### src/rtl/prd_pkg.sv
package prd_pkg;
  localparam int unsigned SEL_W = 3;

  typedef enum logic [SEL_W-1:0] {
    RATE_OFF  = 3'd0,
    RATE_256  = 3'd1,
    RATE_64   = 3'd2,
    RATE_16   = 3'd3,
    RATE_4    = 3'd4,
    RATE_2    = 3'd5,
    RATE_1    = 3'd6,
    RATE_RSV  = 3'd7
  } rate_code_e;

  // true when the code produces events
  function automatic logic code_live(input logic [SEL_W-1:0] code);
    return (code != RATE_OFF) && (code != RATE_RSV);
  endfunction

  // log2 of strobes per period
  function automatic logic [3:0] div_shift(input logic [SEL_W-1:0] code);
    logic [3:0] s;
    case (code)
      RATE_256: s = 4'd0;
      RATE_64:  s = 4'd2;
      RATE_16:  s = 4'd4;
      RATE_4:   s = 4'd6;
      RATE_2:   s = 4'd7;
      RATE_1:   s = 4'd8;
      default:  s = 4'd0;
    endcase
    return s;
  endfunction

  // strobes per period
  function automatic int unsigned div_ticks(input logic [SEL_W-1:0] code);
    return 32'd1 << div_shift(code);
  endfunction
endpackage

### src/rtl/prd_ctrl_reg.sv
module prd_ctrl_reg
  import prd_pkg::*;
#(
  parameter int unsigned DATA_W  = 8,
  parameter int unsigned SEL_LSB = 4
) (
  input  logic              clk,
  input  logic              rst_n,
  input  logic              wr,
  input  logic [DATA_W-1:0] wdata,
  output logic [SEL_W-1:0]  code,
  output logic              code_change
);
  logic [SEL_W-1:0] new_code;

  assign new_code    = wdata[SEL_LSB +: SEL_W];
  assign code_change = wr && (new_code != code);

  always_ff @(posedge clk) begin
    if (!rst_n)  code <= '0;
    else if (wr) code <= new_code;
  end

  assert_code_load_R2: assert property (@(posedge clk) disable iff (!rst_n)
    wr |=> code == $past(new_code));
  assert_code_hold_R2: assert property (@(posedge clk) disable iff (!rst_n)
    !wr |=> $stable(code));
endmodule

### src/rtl/prd_divider.sv
module prd_divider
  import prd_pkg::*;
#(
  parameter int unsigned MAX_DIV = 256,
  localparam int unsigned CNT_W  = (MAX_DIV > 1) ? $clog2(MAX_DIV) : 1
) (
  input  logic             clk,
  input  logic             rst_n,
  input  logic             tick,
  input  logic             restart,
  input  logic [SEL_W-1:0] code,
  output logic             period_evt
);
  logic [CNT_W-1:0] cnt;
  logic [CNT_W-1:0] term;
  logic             live;
  logic             at_term;

  assign live    = code_live(code);
  assign term    = CNT_W'(div_ticks(code) - 32'd1);
  assign at_term = (cnt == term);
  assign period_evt = live && tick && !restart && at_term;

  always_ff @(posedge clk) begin
    if (!rst_n)              cnt <= '0;
    else if (restart)        cnt <= '0;
    else if (live && tick)   cnt <= at_term ? '0 : cnt + 1'b1;
  end

  assert_restart_clears_R8: assert property (@(posedge clk) disable iff (!rst_n)
    restart |=> cnt == '0);
  assert_idle_codes_quiet_R4: assert property (@(posedge clk) disable iff (!rst_n)
    !live |-> !period_evt);
  assert_event_needs_tick_R5: assert property (@(posedge clk) disable iff (!rst_n)
    period_evt |-> tick);
  assert_no_tick_hold_R3: assert property (@(posedge clk) disable iff (!rst_n)
    (!tick && !restart) |=> $stable(cnt));
endmodule

### src/rtl/prd_flag.sv
module prd_flag (
  input  logic clk,
  input  logic rst_n,
  input  logic set_evt,
  input  logic clr_req,
  output logic flag
);
  always_ff @(posedge clk) begin
    if (!rst_n)       flag <= 1'b0;
    else if (set_evt) flag <= 1'b1;
    else if (clr_req) flag <= 1'b0;
  end

  assert_set_wins_R7: assert property (@(posedge clk) disable iff (!rst_n)
    set_evt |=> flag);
  assert_clear_R6: assert property (@(posedge clk) disable iff (!rst_n)
    (clr_req && !set_evt) |=> !flag);
  assert_sticky_R6: assert property (@(posedge clk) disable iff (!rst_n)
    (!clr_req && !set_evt) |=> $stable(flag));
endmodule

### src/rtl/prd_irq_gen.sv
module prd_irq_gen
  import prd_pkg::*;
#(
  parameter int unsigned DATA_W   = 8,
  parameter int unsigned SEL_LSB  = 4,
  parameter int unsigned FLAG_BIT = 7,
  parameter int unsigned MAX_DIV  = 256
) (
  input  logic              clk,
  input  logic              rst_n,
  input  logic              tick_256,
  input  logic              bus_wr,
  input  logic [DATA_W-1:0] bus_wdata,
  output logic [DATA_W-1:0] bus_rdata,
  output logic              irq
);
  logic [SEL_W-1:0] code;
  logic             code_change;
  logic             period_evt;
  logic             clr_req;
  logic             flag;

  assign clr_req = bus_wr && !bus_wdata[FLAG_BIT];

  prd_ctrl_reg #(.DATA_W(DATA_W), .SEL_LSB(SEL_LSB)) u_ctrl (
    .clk(clk), .rst_n(rst_n), .wr(bus_wr), .wdata(bus_wdata),
    .code(code), .code_change(code_change)
  );

  prd_divider #(.MAX_DIV(MAX_DIV)) u_div (
    .clk(clk), .rst_n(rst_n), .tick(tick_256), .restart(code_change),
    .code(code), .period_evt(period_evt)
  );

  prd_flag u_flag (
    .clk(clk), .rst_n(rst_n), .set_evt(period_evt), .clr_req(clr_req),
    .flag(flag)
  );

  always_comb begin
    bus_rdata = '0;
    bus_rdata[FLAG_BIT] = flag;
    bus_rdata[SEL_LSB +: SEL_W] = code;
  end

  assign irq = flag;

  assert_irq_rise_on_tick_R9: assert property (@(posedge clk) disable iff (!rst_n)
    $rose(irq) |-> $past(tick_256));
  assert_low_bits_zero_R2: assert property (@(posedge clk) disable iff (!rst_n)
    bus_rdata[SEL_LSB-1:0] == '0);
endmodule

### config.mk
export PLATFORM = sky130hd
export DESIGN_NAME = prd_irq_gen
export DESIGN_NICKNAME = d
export VERILOG_FILES = /design/src/rtl/prd_pkg.sv /design/src/rtl/prd_ctrl_reg.sv /design/src/rtl/prd_divider.sv /design/src/rtl/prd_flag.sv /design/src/rtl/prd_irq_gen.sv
export SDC_FILE = /design/constraint.sdc
export NUM_CORES = 1
export LEC_CHECK = 0
export ABC_AREA = 1
export BUFFER_PORTS_ARGS = -buffer_cell sky130_fd_sc_hd__buf_4
export CAP_MARGIN = 20
export CORE_UTILIZATION = 47
export DETAILED_ROUTE_END_ITERATION = 10
export PLACE_DENSITY_LB_ADDON = 0.25
export SYNTH_ARGS = -nofsm -noshare
export SYNTH_HDL_FRONTEND = slang
export SYNTH_SLANG_ARGS = --single-unit
### constraint.sdc
create_clock -name clk -period 1.6 [get_ports clk]
set_input_delay 0.08 -clock clk [delete_from_list [all_inputs] [get_ports clk]]
set_output_delay 0.08 -clock clk [all_outputs]
set_load 0.05 [all_outputs]
; ---- After elaboration in Yosys (flattened, before gate mapping)
; Cells that the tools add are included.
[op_classes]
n_addsub = 2
n_eq_ne = 8
shifts = 1
muxes = 4
bitwise_logic = 1
n_reduce_logical = 11
[ops]
columns = operator, n
row1 = 4-bit one-hot mux with 5 select lines, 1
row2 = 3-bit equality test (second input constant), 3
row3 = 8-bit by 1-bit adder with 8-bit output (second input constant), 1
row4 = 8-bit equality test, 1
row5 = 8-bit 2-to-1 mux, 1
row6 = 1-bit by 4-bit << shifter with 8-bit output (first input constant), 1
row7 = 8-bit by 1-bit subtractor with 8-bit output (second input constant), 1
row8 = 3-bit by 2-bit equality test with 1-bit output (second input constant), 2
row9 = 1-bit logical AND, 6
row10 = 3-bit != test, 1
row11 = 3-bit != test (second input constant), 1
row12 = 3-bit nonzero test, 1
row13 = 1-bit zero test, 2
row14 = 1-bit 2-to-1 mux, 2
row15 = 2-bit nonzero test, 1
row16 = 2-bit OR reduction, 1
row17 = 1-bit NOT, 1
[totals]
register_bits = 12
elab_cells = 30

; ---- Logic depth before layout (Yosys ltp)
; Gate-level depths: netlist of the first run.
[depth]
ltp_word = 7
depth_mapped = 15
depth_no_buf = 14

; ---- Cells and area by module
; Synthesis of the first run repeated with hierarchy kept, for this count alone.
[unflattened]
hier_cells = 143
area_unflattened_um2 = 874.6
[by_module_without_submodules]
columns = module, n_inst, cells_each, area_per_inst_um2, seq_area_each_um2
row1 = prd_divider, 1, 104, 625.6, 160.2
row2 = prd_ctrl_reg, 1, 25, 153.9, 60.1
row3 = prd_irq_gen, 1, 8, 51.3, 0.0
row4 = prd_flag, 1, 6, 43.8, 20.0

; ---- Worst setup path before layout of the first run
; Ideal clock, no wire load.
[synth_timing]
path_kind = reg-to-reg
startpoint = reg u_ctrl.code[1]
endpoint = reg u_div.cnt[5]
arrival_ps = 2065
path_slack_ps = -581
path_stages_with_launch = 15
path_buffers = 1
synth_period_minus_slack_ps = 2181
path_cell_list = dfxtp_1 buf_4 nand2_2 nand2_4 nand2_2 ha_1 nor2_1 nor2_1 nand2_1 nor2_1 nand2_1 nor2_2 nand3_2 nand2_2 nor2_1
[synth_between]
elab_chain_cells = 6
word_cells_on_any_way = 17
classes_between = add/sub (1) / eq/ne (8) / shift (1) / mux (2) / reduce/logical (5)
[synth_rtl]
columns = item, line
row1 = from (decl), prd_ctrl_reg.sv:11  ; output logic [SEL_W-1:0] code,
row2 = from (signal assigned), prd_ctrl_reg.sv:21  ; else if (wr) code <= new_code;
row3 = 3-bit equality test or 3-bit by 2-bit equality test with 1-bit output (tied branches), prd_pkg.sv:23  ; case (code)
row4 = 4-bit one-hot mux with 5 select lines, prd_pkg.sv:23
row5 = 1-bit by 4-bit << shifter with 8-bit output, prd_pkg.sv:37  ; return 32'd1 << div_shift(code);
row6 = 8-bit by 1-bit subtractor with 8-bit output, prd_divider.sv:20  ; assign term = CNT_W'(div_ticks(code) - 32'd1);
row7 = 8-bit equality test, prd_divider.sv:21  ; assign at_term = (cnt == term);
row8 = 8-bit 2-to-1 mux, prd_divider.sv:27  ; else if (live && tick) cnt <= at_term ? '0 : cnt + 1'b1;
row9 = to (signal assigned), prd_divider.sv:27
row10 = to (decl), prd_divider.sv:14  ; logic [CNT_W-1:0] cnt;
; Parallel ways exist; a longest one is shown, timed or not.
; A chain may end at the register's enable or synchronous reset.

; ---- Worst setup path after layout of the first run
[layout_timing]
startpoint = reg u_ctrl.code[1]
endpoint = reg u_div.cnt[2]
; The elaborated chain is that of the path after synthesis.

==> results of run 1 <==
==> final timing paths <==
| path | start | cells after the start | end | slack [ns] |
|---|---|---|---|---|
| worst max-delay path | u_ctrl.code[1] | 13 | u_div.cnt[2] | -0.06 |
| worst min-delay path | bus_wdata[7] | 3 | u_flag.flag | 0.05 |
| worst min register to register | u_flag.flag | 2 | u_flag.flag | 0.52 |
| worst max register to register | u_ctrl.code[1] | 13 | u_div.cnt[2] | -0.06 |
==> Yosys cell counts (4+ instances only) <==
cell type | n | area share (%)
sky130_fd_sc_hd__o21ai_0 | 5 | 2.8
sky130_fd_sc_hd__nand2_1 | 24 | 10
sky130_fd_sc_hd__nor2_1 | 17 | 7.2
sky130_fd_sc_hd__dfxtp_1 | 12 | 27
sky130_fd_sc_hd__inv_1 | 14 | 5.9
sky130_fd_sc_hd__xor2_1 | 4 | 3.9
sky130_fd_sc_hd__buf_4 | 6 | 5.1
sky130_fd_sc_hd__nand2_2 | 6 | 4.2
sky130_fd_sc_hd__nand3_1 | 16 | 9.0
sky130_fd_sc_hd__xnor2_1 | 4 | 3.9
==> layer usage <==
| metal | part of all wire [%] | vias up | wire length [um] | track usage [%] |
|---|---|---|---|---|
| met5 | 0 | - | 0 | 0 |
| met4 | 1.1 | 0 | 21 | 7.273 |
| met3 | 4.3 | 5 | 83 | 7.143 |
| met2 | 50 | 18 | 962 | 40.57 |
| met1 | 45 | 383 | 857 | 24.45 |
| li1 | - | 460 | - | - |
==> area by class of cell <==
class / instances / area share [%]
Clock buffer: 4 / 3.135
Inverter: 15 / 5.081
Tap cell: 25 / 2.703
Sequential cell: 12 / 21.51
Timing Repair Buffer: 27 / 17.51
Multi-Input combinational cell: 101 / 50.05
==> through the flow <==
step,util (%),setup TNS (ns),instances,instance area [sq um]
after floorplan,-,0,135,938.4
after global placement,61.51,-0.2583,174,1074
after detailed placement,61.51,-0.7480,174,1074
after CTS,65.73,-0.4599,183,1147
after global routing,66.31,-1.709,184,1157
final,66.31,-0.4220,184,1157
==> state kept, by name (all words and copies together), names as in the netlist <==
name	flops
u_div.cnt	8
u_ctrl.code	3
u_flag.flag	1
==> kinds of logic (layout without fill, tap and decap cells) <==
group | count (synthesis) | in the layout
compound gates | 10 | 10
buf+inv | 22 | 46
xor+xnor | 8 | 8
other cells | 2 | 5
simple gates | 75 | 75
flops | 12 | 12
mux | 1 | 1
fa+ha+maj | 2 | 2
==> worst max-delay path: stages, from the launching register on <==
cell	delay (ns)
sky130_fd_sc_hd__dfxtp_4	0.39
sky130_fd_sc_hd__nand2_4	0.06
sky130_fd_sc_hd__nand2_4	0.07
sky130_fd_sc_hd__nand2_4	0.05
sky130_fd_sc_hd__ha_4	0.25
sky130_fd_sc_hd__nor2_1	0.03
sky130_fd_sc_hd__nor2_1	0.08
sky130_fd_sc_hd__nand2_1	0.05
sky130_fd_sc_hd__nor2_1	0.08
sky130_fd_sc_hd__nand2_1	0.07
sky130_fd_sc_hd__nor2_2	0.13
sky130_fd_sc_hd__nand3_2	0.11
sky130_fd_sc_hd__nand2_4	0.11
sky130_fd_sc_hd__nor2_1	0.05
==> repair_timing <==
item | in CTS | in global routing
pin swaps | 14 | 3
buffers inserted | 5 | 1
hold buffers | 0 | 0
setup endpoints to repair | 9 | 9
hold endpoints to repair | 0 | 0
gates cloned | 0 | 0
gates resized for setup | 0 | 1
==> power by group <==
part / switching [W] / total, W / internal [W]
Clock: 0.000106 / 0.000244 / 0.000139
Sequential: 0.0000116 / 0.000318 / 0.000306
Combinational: 0.000150 / 0.000259 / 0.000109
Total: 0.000268 / 0.000821 / 0.000553
==> run metrics, run 1 <==
status complete, but fails checks; violated checks setup timing; netlist area before placement 887.1 sq um; WP data arrival 1.83 ns; first-pass iteration count of the detailed router 4; Hold Violations, Final 0; Top FF cell, synth sky130_fd_sc_hd__dfxtp_1; data required time of the critical path 1.77 ns; Row Count 15; number of design rule violations left after detail routing 0; leakage power of the design 0.5458 nW; kind of end point of the critical path register; horizontal extent of the die 45.45 um; via count of the first global-routing pass 799; 1st-iter DRT viols 18; maximum number of pins on one net before global-route repair 8; unrepaired setup endpoints after global routing yes; Worst Path Max Fanout 7; flops & latches, synth 12; XOR/XNOR share of the synthesized area 7.898%; final slew viol count 0; worst skew pair latency 0.28 ns; cell count after synthesis 132; share of cells above drive strength 1 32.08%; total I/O pin count 21; post-route fraction of the period consumed by the critical path 103.9%; Synth Area per Inst 6.720 sq um; die area 2065 sq um; post-route antenna net violation count 0; cts bufs inserted 3; worst hold-check slack 0.05317 ns; multiplexer area fraction after synthesis 1.128%; number of antenna violations at the first check in global routing 0; final setup skew 0.01280 ns; main combinational cell family by area after synthesis simple AND/OR/NAND/NOR gates; Worst Setup Slack, final -0.06175 ns; number of levels the H-tree was split into 1; core region area 1745 sq um; count of port buffers added during placement 12; starting density of the core 50.82%; fill cell instance count of the final layout 151; fraction of the mapped netlist area in adder cells 2.821%; Yosys warning total 0; post-synthesis async set-or-reset flop share 0%; number of max-capacitance violations reported 0; CP startpoint kind register; number of unique standard cell types used by synthesis 23; pre-CTS setup slack -0.1026 ns; most frequent standard cell in the layout excluding fill and tap cells sky130_fd_sc_hd__buf_4; FMAX 0.6018 GHz; Final Routed Wirelength 1.923 mm; number of enable-type register cells in the synthesized netlist 0; minimum clock period 1.662 ns; clock input transition at the sequential cells of the worst setup and hold paths 0.08 ns; PwrDens 709.4 nW/um^2; post-DP HPWL 1.499 mm; Max Buffers Root-to-Sink 2; register area share after synthesis 27.08%; Min-Delay Path Class primary input to register; worst ir drop on vdd about 500 uV; total power consumption of the routed design 0.0008210 W; fraction of the mapped netlist area in compound gates 6.206%; diodes inserted 0; TritonCTS sink count 12; residual overflow from global routing 0; sequential cell area in the final layout ~250 sq um; footprint of the multi-input gates 579.3 sq um; commonest cells after routing, fill and taps aside sky130_fd_sc_hd__buf_4 (27), sky130_fd_sc_hd__nand2_1 (24), sky130_fd_sc_hd__nor2_1 (17); floorplan die height 45.45 um; setup-violating endpoint count in the final report 8; worst setup path category register to register; count of vias placed by the detailed router around 870; simple-gate share of the synthesized area 42.03%; number of nets in the layout 174; Routed wire per std cell 10.45 um; first-pass GRT wire length between 3 and 4 mm; area added between synthesis and finish 30.47%; final weighted congestion of routability-driven global placement 0.8245; clock root buffer sky130_fd_sc_hd__clkbuf_4; total global-route track usage 22.46%; vias per cell between 4 and 5; CTS tree yes
No activity file was read; power rests on OpenSTA's default activity.
==> inputs of run 2 (changes only) <==
- HOLD_SLACK_MARGIN: unset -> 0.03
- SKIP_CTS_REPAIR_TIMING: unset -> 1
==> run metrics, run 2 (synthesized netlist as in run 1, its figures left out) <==
status complete, but fails checks (unchanged); violated checks setup timing (unchanged); first-pass GRT wire length 3.139 mm (was 3.291 mm); family of cells with the greatest summed delay on the critical path simple AND/OR/NAND/NOR gates (unchanged); Worst Setup Slack, final -0.1152 ns (was -0.06175 ns); sum of buffers and inverters on the critical path 0 (unchanged); 1st-iter DRT viols 19 (was 18); detailed-routing wirelength on met1 802 um (was 857 um); horizontal extent of the die 45.45 um (unchanged); via count of the first global-routing pass 770 (was 799); Internal Dissipation 0.0005389 W (was 0.0005533 W); CP startpoint kind register (unchanged); starting density of the core 50.82% (unchanged); final slew viol count 0 (unchanged); clock input transition at the sequential cells of the worst setup and hold paths 0.08 ns (about the same); Critical Path Max Stage Delay 0.40 ns (was 0.39 ns); count of vias placed by the detailed router 878 (was 866); CP Cell Sequence nand2_4, nand2_4, nand2_4, ha_4, nor2_2, nor2_1, nand2_1, nor2_1, nand2_1, nor2_2, nand3_2, nand2_4, nor2_1 (was nand2_4, nand2_4, nand2_4, ha_4, nor2_1, nor2_1, nand2_1, nor2_1, nand2_1, nor2_2, nand3_2, nand2_4, nor2_1); Routed wire per std cell 10.73 um (was 10.45 um); post-route fraction of the period consumed by the critical path 107.2% (was 103.9%); TritonCTS sink count 12 (unchanged); largest registers ranked by flip-flop count u_div.cnt x8, u_ctrl.code x3, u_flag.flag x1 (unchanged); worst hold-check slack 0.05227 ns (was 0.05317 ns); worst ir drop on vdd 494.9 uV (was 496.7 uV); Max Buffers Root-to-Sink 2 (unchanged); worst skew pair latency 0.29 ns (was 0.28 ns); residual overflow from global routing 0 (unchanged); Min-Delay Path Class primary input to register (unchanged); number of antenna violations at the first check in global routing 0 (unchanged); post-route antenna net violation count 0 (unchanged); Row Count 15 (unchanged); commonest cells after routing, fill and taps aside sky130_fd_sc_hd__nand2_1 (24), sky130_fd_sc_hd__buf_4 (21), sky130_fd_sc_hd__nor2_1 (16), sky130_fd_sc_hd__nand3_1 (16), sky130_fd_sc_hd__inv_1 (14) (was sky130_fd_sc_hd__buf_4 (27), sky130_fd_sc_hd__nand2_1 (24), sky130_fd_sc_hd__nor2_1 (17)); total power consumption of the routed design 0.0008058 W (was 0.0008210 W); net switching component of the power 0.0002669 W (was 0.0002677 W); critical-path cell with the highest stage delay sky130_fd_sc_hd__dfxtp_4 (unchanged); WP data arrival 1.88 ns (was 1.83 ns); flip-flop count of the largest register after layout 8 (unchanged); worst setup path category register to register (unchanged); total I/O pin count 21 (unchanged); fill cell instance count of the final layout 162 (was 151); Sum Neg Setup Slack -0.8120 ns (was -0.4220 ns); final core utilization 63.73% (was 66.31%); share of power burned in combinational logic 30.1% (was 31.5%); cts bufs inserted 3 (unchanged); leakage power of the design 0.5152 nW (was 0.5458 nW); final weighted congestion of routability-driven global placement 0.8245 (unchanged); most frequent standard cell in the layout excluding fill and tap cells sky130_fd_sc_hd__nand2_1 (was sky130_fd_sc_hd__buf_4); floorplan die height 45.45 um (unchanged); final setup skew 0.01247 ns (was 0.01280 ns); area added between synthesis and finish 25.39% (was 30.47%); post-DP HPWL 1.499 mm (unchanged); number of levels the H-tree was split into 1 (unchanged); number of nets in the layout 168 (was 174); proportion of power drawn by flip-flops and latches 39.4% (was 38.7%); Final Routed Wirelength 1.910 mm (was 1.923 mm); pre-CTS setup slack -0.1026 ns (unchanged); maximum number of pins on one net before global-route repair 8 (unchanged); setup-violating endpoint count in the final report 9 (was 8); data required time of the critical path 1.77 ns (about the same); CTS tree yes (unchanged); core region area 1745 sq um (unchanged); Most flops, register u_div.cnt (unchanged); detailed-routed wire length on met2 983 um (was 962 um); share of cells above drive strength 1 30.07% (was 32.08%); first-pass iteration count of the detailed router 6 (was 4); FMAX 0.5830 GHz (was 0.6018 GHz); PwrDens 724.4 nW/um^2 (was 709.4 nW/um^2); switching portion of total power 33.12% (was 32.60%); max layer used met4 (unchanged); clock network fraction of total power 30.4% (was 29.8%); count of port buffers added during placement 12 (unchanged); number of design rule violations left after detail routing 0 (unchanged); Worst path most repeated cell sky130_fd_sc_hd__nand2_4; number of max-capacitance violations reported 0 (unchanged); clock root buffer sky130_fd_sc_hd__clkbuf_4 (unchanged); vias per cell 4.933 (was 4.707); detailed route wirelength on metal3 103 um (was 83 um); kind of end point of the critical path register (unchanged); Worst Path Max Fanout 7 (unchanged); diodes inserted 0 (unchanged); unrepaired setup endpoints after global routing yes (unchanged); minimum clock period 1.715 ns (was 1.662 ns); total global-route track usage 21.47% (was 22.46%); die area 2065 sq um (unchanged); Hold Violations, Final 0 (unchanged)
## run 2: cell types whose count changed in the layout (fill, tap and decap cells not counted), sizes merged
cell / delta
buf: -6
## run 2: cell type report
type                    instances  area, sq um  area share [%]
clock buffers                   4        36.28           3.262
multi-input cells             101        581.8           52.31
flip-flops and latches         12        249.0           22.38
repair buffers                 21        157.7           14.17
well taps                      25        31.28           2.812
inverters                      15        56.30           5.062
## run 2: final timing paths
path | end | cells after the start | from | slack (ns)
worst max register to register | u_div.cnt[1] | 13 | u_ctrl.code[1] | -0.12
worst min register to register | u_flag.flag | 2 | u_flag.flag | 0.52
worst min-delay path | u_flag.flag | 3 | bus_wdata[7] | 0.05
worst max-delay path | u_div.cnt[1] | 13 | u_ctrl.code[1] | -0.12
## run 2: power groups by stage
stage | logic (W) | clock network (W) | registers [W]
6_report | 0.000243 | 0.000245 | 0.000318
5_1_grt | 0.000265 | 0.000269 | 0.000319
4_1_cts | 0.000240 | 0.000253 | 0.000317
3_5_place_dp | 0.000239 | 0 | 0.000324
3_3_place_gp | 0.000234 | 0 | 0.000324
2_1_floorplan | 0.000155 | 0 | 0.000344
## run 2: worst reg2reg max path, cell delays in order (launching register included)
cell and delay, ns:
sky130_fd_sc_hd__dfxtp_4 0.40, sky130_fd_sc_hd__nand2_4 0.06, sky130_fd_sc_hd__nand2_4 0.07, sky130_fd_sc_hd__nand2_4 0.06, sky130_fd_sc_hd__ha_4 0.27, sky130_fd_sc_hd__nor2_2 0.03
sky130_fd_sc_hd__nor2_1 0.10, sky130_fd_sc_hd__nand2_1 0.07, sky130_fd_sc_hd__nor2_1 0.08, sky130_fd_sc_hd__nand2_1 0.07, sky130_fd_sc_hd__nor2_2 0.11, sky130_fd_sc_hd__nand3_2 0.11
sky130_fd_sc_hd__nand2_4 0.12, sky130_fd_sc_hd__nor2_1 0.05
## run 2: stage by stage
step | cells | instance area (sq um)
2_1_floorplan | 135 | 938.4
3_3_place_gp | 174 | 1074
3_5_place_dp | 174 | 1074
4_1_cts | 178 | 1110
5_1_grt | 178 | 1112
6_report | 178 | 1112
## run 2: per-layer routing
metal,vias to the layer above,global-route usage (%)
met2,33,38.86
met5,-,0
met4,0,7.273
met3,7,7.143
met1,387,22.98
li1,451,-
==> inputs of run 3 (changes only) <==
- CORE_ASPECT_RATIO: unset -> 0.9
- CTS_CLUSTER_SIZE: unset -> 30
==> run metrics, run 3 (synthesized netlist as in run 1, its figures left out) <==
minimum clock period 1.675 ns (was 1.715 ns); number of antenna violations at the first check in global routing 0 (unchanged); first-pass GRT wire length 3.194 mm (was 3.139 mm); maximum number of pins on one net before global-route repair 8 (unchanged); hold-critical path endpoint u_flag.flag (unchanged); 1st-iter DRT viols 22 (was 19); horizontal extent of the die 47.80 um (was 45.45 um); fill cell instance count of the final layout 159 (was 162); total power consumption of the routed design 0.0008241 W (was 0.0008058 W); unrepaired setup endpoints after global routing yes (unchanged); count of cells along the worst hold path 3 (unchanged); FMAX 0.5972 GHz (was 0.5830 GHz); Worst Path Max Fanout 7 (unchanged); area added between synthesis and finish 27.22% (was 25.39%); number of nets in the layout 170 (was 168); Reg2Reg Launch Point u_ctrl.code[1] (unchanged); total global-route track usage 21.51% (was 21.47%); number of design rule violations left after detail routing 0 (unchanged); Worst Setup Slack, final -0.07451 ns (was -0.1152 ns); Row Count 14 (was 15); core region area 1717 sq um (was 1745 sq um); vias per cell 4.749 (was 4.933); number of levels the H-tree was split into 1 (unchanged); setup slack of the worst register-to-register path -0.07 ns (was -0.12 ns); most frequent standard cell in the layout excluding fill and tap cells sky130_fd_sc_hd__nand2_1 (unchanged); count of vias placed by the detailed router 850 (was 878); Final Routed Wirelength 1.924 mm (was 1.910 mm); post-route fraction of the period consumed by the critical path 104.7% (was 107.2%); Hold Violations, Final 0 (unchanged); data required time of the critical path 1.78 ns (was 1.77 ns); clock root buffer sky130_fd_sc_hd__clkbuf_4 (unchanged); commonest cells after routing, fill and taps aside sky130_fd_sc_hd__nand2_1 (24), sky130_fd_sc_hd__buf_4 (23), sky130_fd_sc_hd__nand3_1 (16) (was sky130_fd_sc_hd__nand2_1 (24), sky130_fd_sc_hd__buf_4 (21), sky130_fd_sc_hd__nor2_1 (16), sky130_fd_sc_hd__nand3_1 (16), sky130_fd_sc_hd__inv_1 (14)); CTS tree yes (unchanged); kind of end point of the critical path register (unchanged); worst setup path category register to register (unchanged); WP data arrival 1.86 ns (was 1.88 ns); Min-Delay Path Class primary input to register (unchanged); TritonCTS sink count 12 (unchanged); PwrDens 730.2 nW/um^2 (was 724.4 nW/um^2); capturing point of the worst reg2reg path u_div.cnt[2] (was u_div.cnt[1]); final setup skew 0.005046 ns (was 0.01247 ns); flip-flop count of the largest register after layout 8 (unchanged); cts bufs inserted 3 (unchanged); starting density of the core 51.68% (was 50.82%); largest registers ranked by flip-flop count u_div.cnt x8, u_ctrl.code x3, u_flag.flag x1 (unchanged); Most flops, register u_div.cnt (unchanged); CP startpoint kind register (unchanged); diodes inserted 0 (unchanged); worst skew pair latency 0.28 ns (was 0.29 ns); final core utilization 65.74% (was 63.73%); post-route antenna net violation count 0 (unchanged); floorplan die height 43.22 um (was 45.45 um); Routed wire per std cell 10.75 um (was 10.73 um); setup-violating endpoint count in the final report 7 (was 9); worst ir drop on vdd 580.9 uV (was 494.9 uV); hold path startpoint bus_wdata[7] (unchanged); worst reg-to-reg path cell count 13 (unchanged); share of cells above drive strength 1 31.61% (was 30.07%); total I/O pin count 21 (unchanged); Sum Neg Setup Slack -0.4803 ns (was -0.8120 ns); residual overflow from global routing 0 (unchanged); post-DP HPWL 1.519 mm (was 1.499 mm); die area 2065 sq um (about the same); final slew viol count 0 (unchanged); status complete, but fails checks (unchanged); number of max-capacitance violations reported 0 (unchanged); violated checks setup timing (unchanged); via count of the first global-routing pass 758 (was 770); area of placed instances 1080 sq um (was 1074 sq um); first-pass iteration count of the detailed router 4 (was 6); leakage power of the design 0.5257 nW (was 0.5152 nW); clock input transition at the sequential cells of the worst setup and hold paths 0.09 ns (was 0.08 ns); summed area of non-filler cells in the final layout 1129 sq um (was 1112 sq um); count of port buffers added during placement 12 (unchanged); Max Buffers Root-to-Sink 2 (unchanged); final weighted congestion of routability-driven global placement 0.8418 (was 0.8245)
==> run 3: cell types whose count changed in the layout (fill, tap and decap cells not counted) <==
cell | before | now
sky130_fd_sc_hd__nor2_1 | 16 | 15
sky130_fd_sc_hd__buf_4 | 21 | 23
sky130_fd_sc_hd__nor2_2 | 4 | 5
==> run 3: worst max-delay path by stage <==
stage / start / to / slack, ns
after detailed placement: u_ctrl.code[1] / u_div.cnt[2] / -0.08
after floorplan: u_ctrl.code[1] / u_div.cnt[5] / 0.14
final: u_ctrl.code[1] / u_div.cnt[2] / -0.07
after CTS: u_ctrl.code[1] / u_div.cnt[1] / -0.11
after global placement: u_ctrl.code[1] / u_div.cnt[0] / -0.03
after global routing: u_ctrl.code[1] / u_div.cnt[4] / -0.20
==> run 3: cell type report <==
class                           count  area, sq um  share of cell area (%)
Sequential cell                    12        249.0                   22.06
Timing Repair Buffer               23        172.7                   15.30
Inverter                           15        56.30                   4.989
Tap cell                           24        30.03                   2.661
Multi-Input combinational cell    101        584.3                   51.77
Clock buffer                        4        36.28                   3.215
==> run 3: critical path: stages (launching register included) <==
cell                      delay [ns]
sky130_fd_sc_hd__dfxtp_4        0.39
sky130_fd_sc_hd__nand2_4        0.07
sky130_fd_sc_hd__nand2_4        0.07
sky130_fd_sc_hd__nand2_4        0.06
sky130_fd_sc_hd__ha_4           0.26
sky130_fd_sc_hd__nor2_2         0.03
sky130_fd_sc_hd__nor2_1         0.11
sky130_fd_sc_hd__nand2_1        0.06
sky130_fd_sc_hd__nor2_1         0.08
sky130_fd_sc_hd__nand2_1        0.06
sky130_fd_sc_hd__nor2_2         0.11
sky130_fd_sc_hd__nand3_2        0.10
sky130_fd_sc_hd__nand2_4        0.13
sky130_fd_sc_hd__nor2_1         0.06
==> run 3: layer usage <==
metal	up-vias	share of wire (%)	track usage (%)
met5	-	0	0
met4	0	0.68	5.000
met3	2	2.8	3.830
met2	15	47	32.97
met1	378	49	30.59
li1	455	-	-
==> run 3: power breakdown <==
group | switching, W | internal (W) | total, W
combinational | 0.000151 | 0.000101 | 0.000252
sequential | 0.0000104 | 0.000306 | 0.000316
clock | 0.000117 | 0.000138 | 0.000256
==> run 3: metrics by stage <==
stage / instances / setup WS [ns] / hold WS [ns]
2_1_floorplan: 135 / 0.1378 / 0.2084
3_3_place_gp: 174 / -0.03057 / 0.3404
3_5_place_dp: 174 / -0.08338 / 0.3465
4_1_cts: 178 / -0.1059 / 0.05694
5_1_grt: 179 / -0.1986 / 0.09199
6_report: 179 / -0.07451 / 0.05790
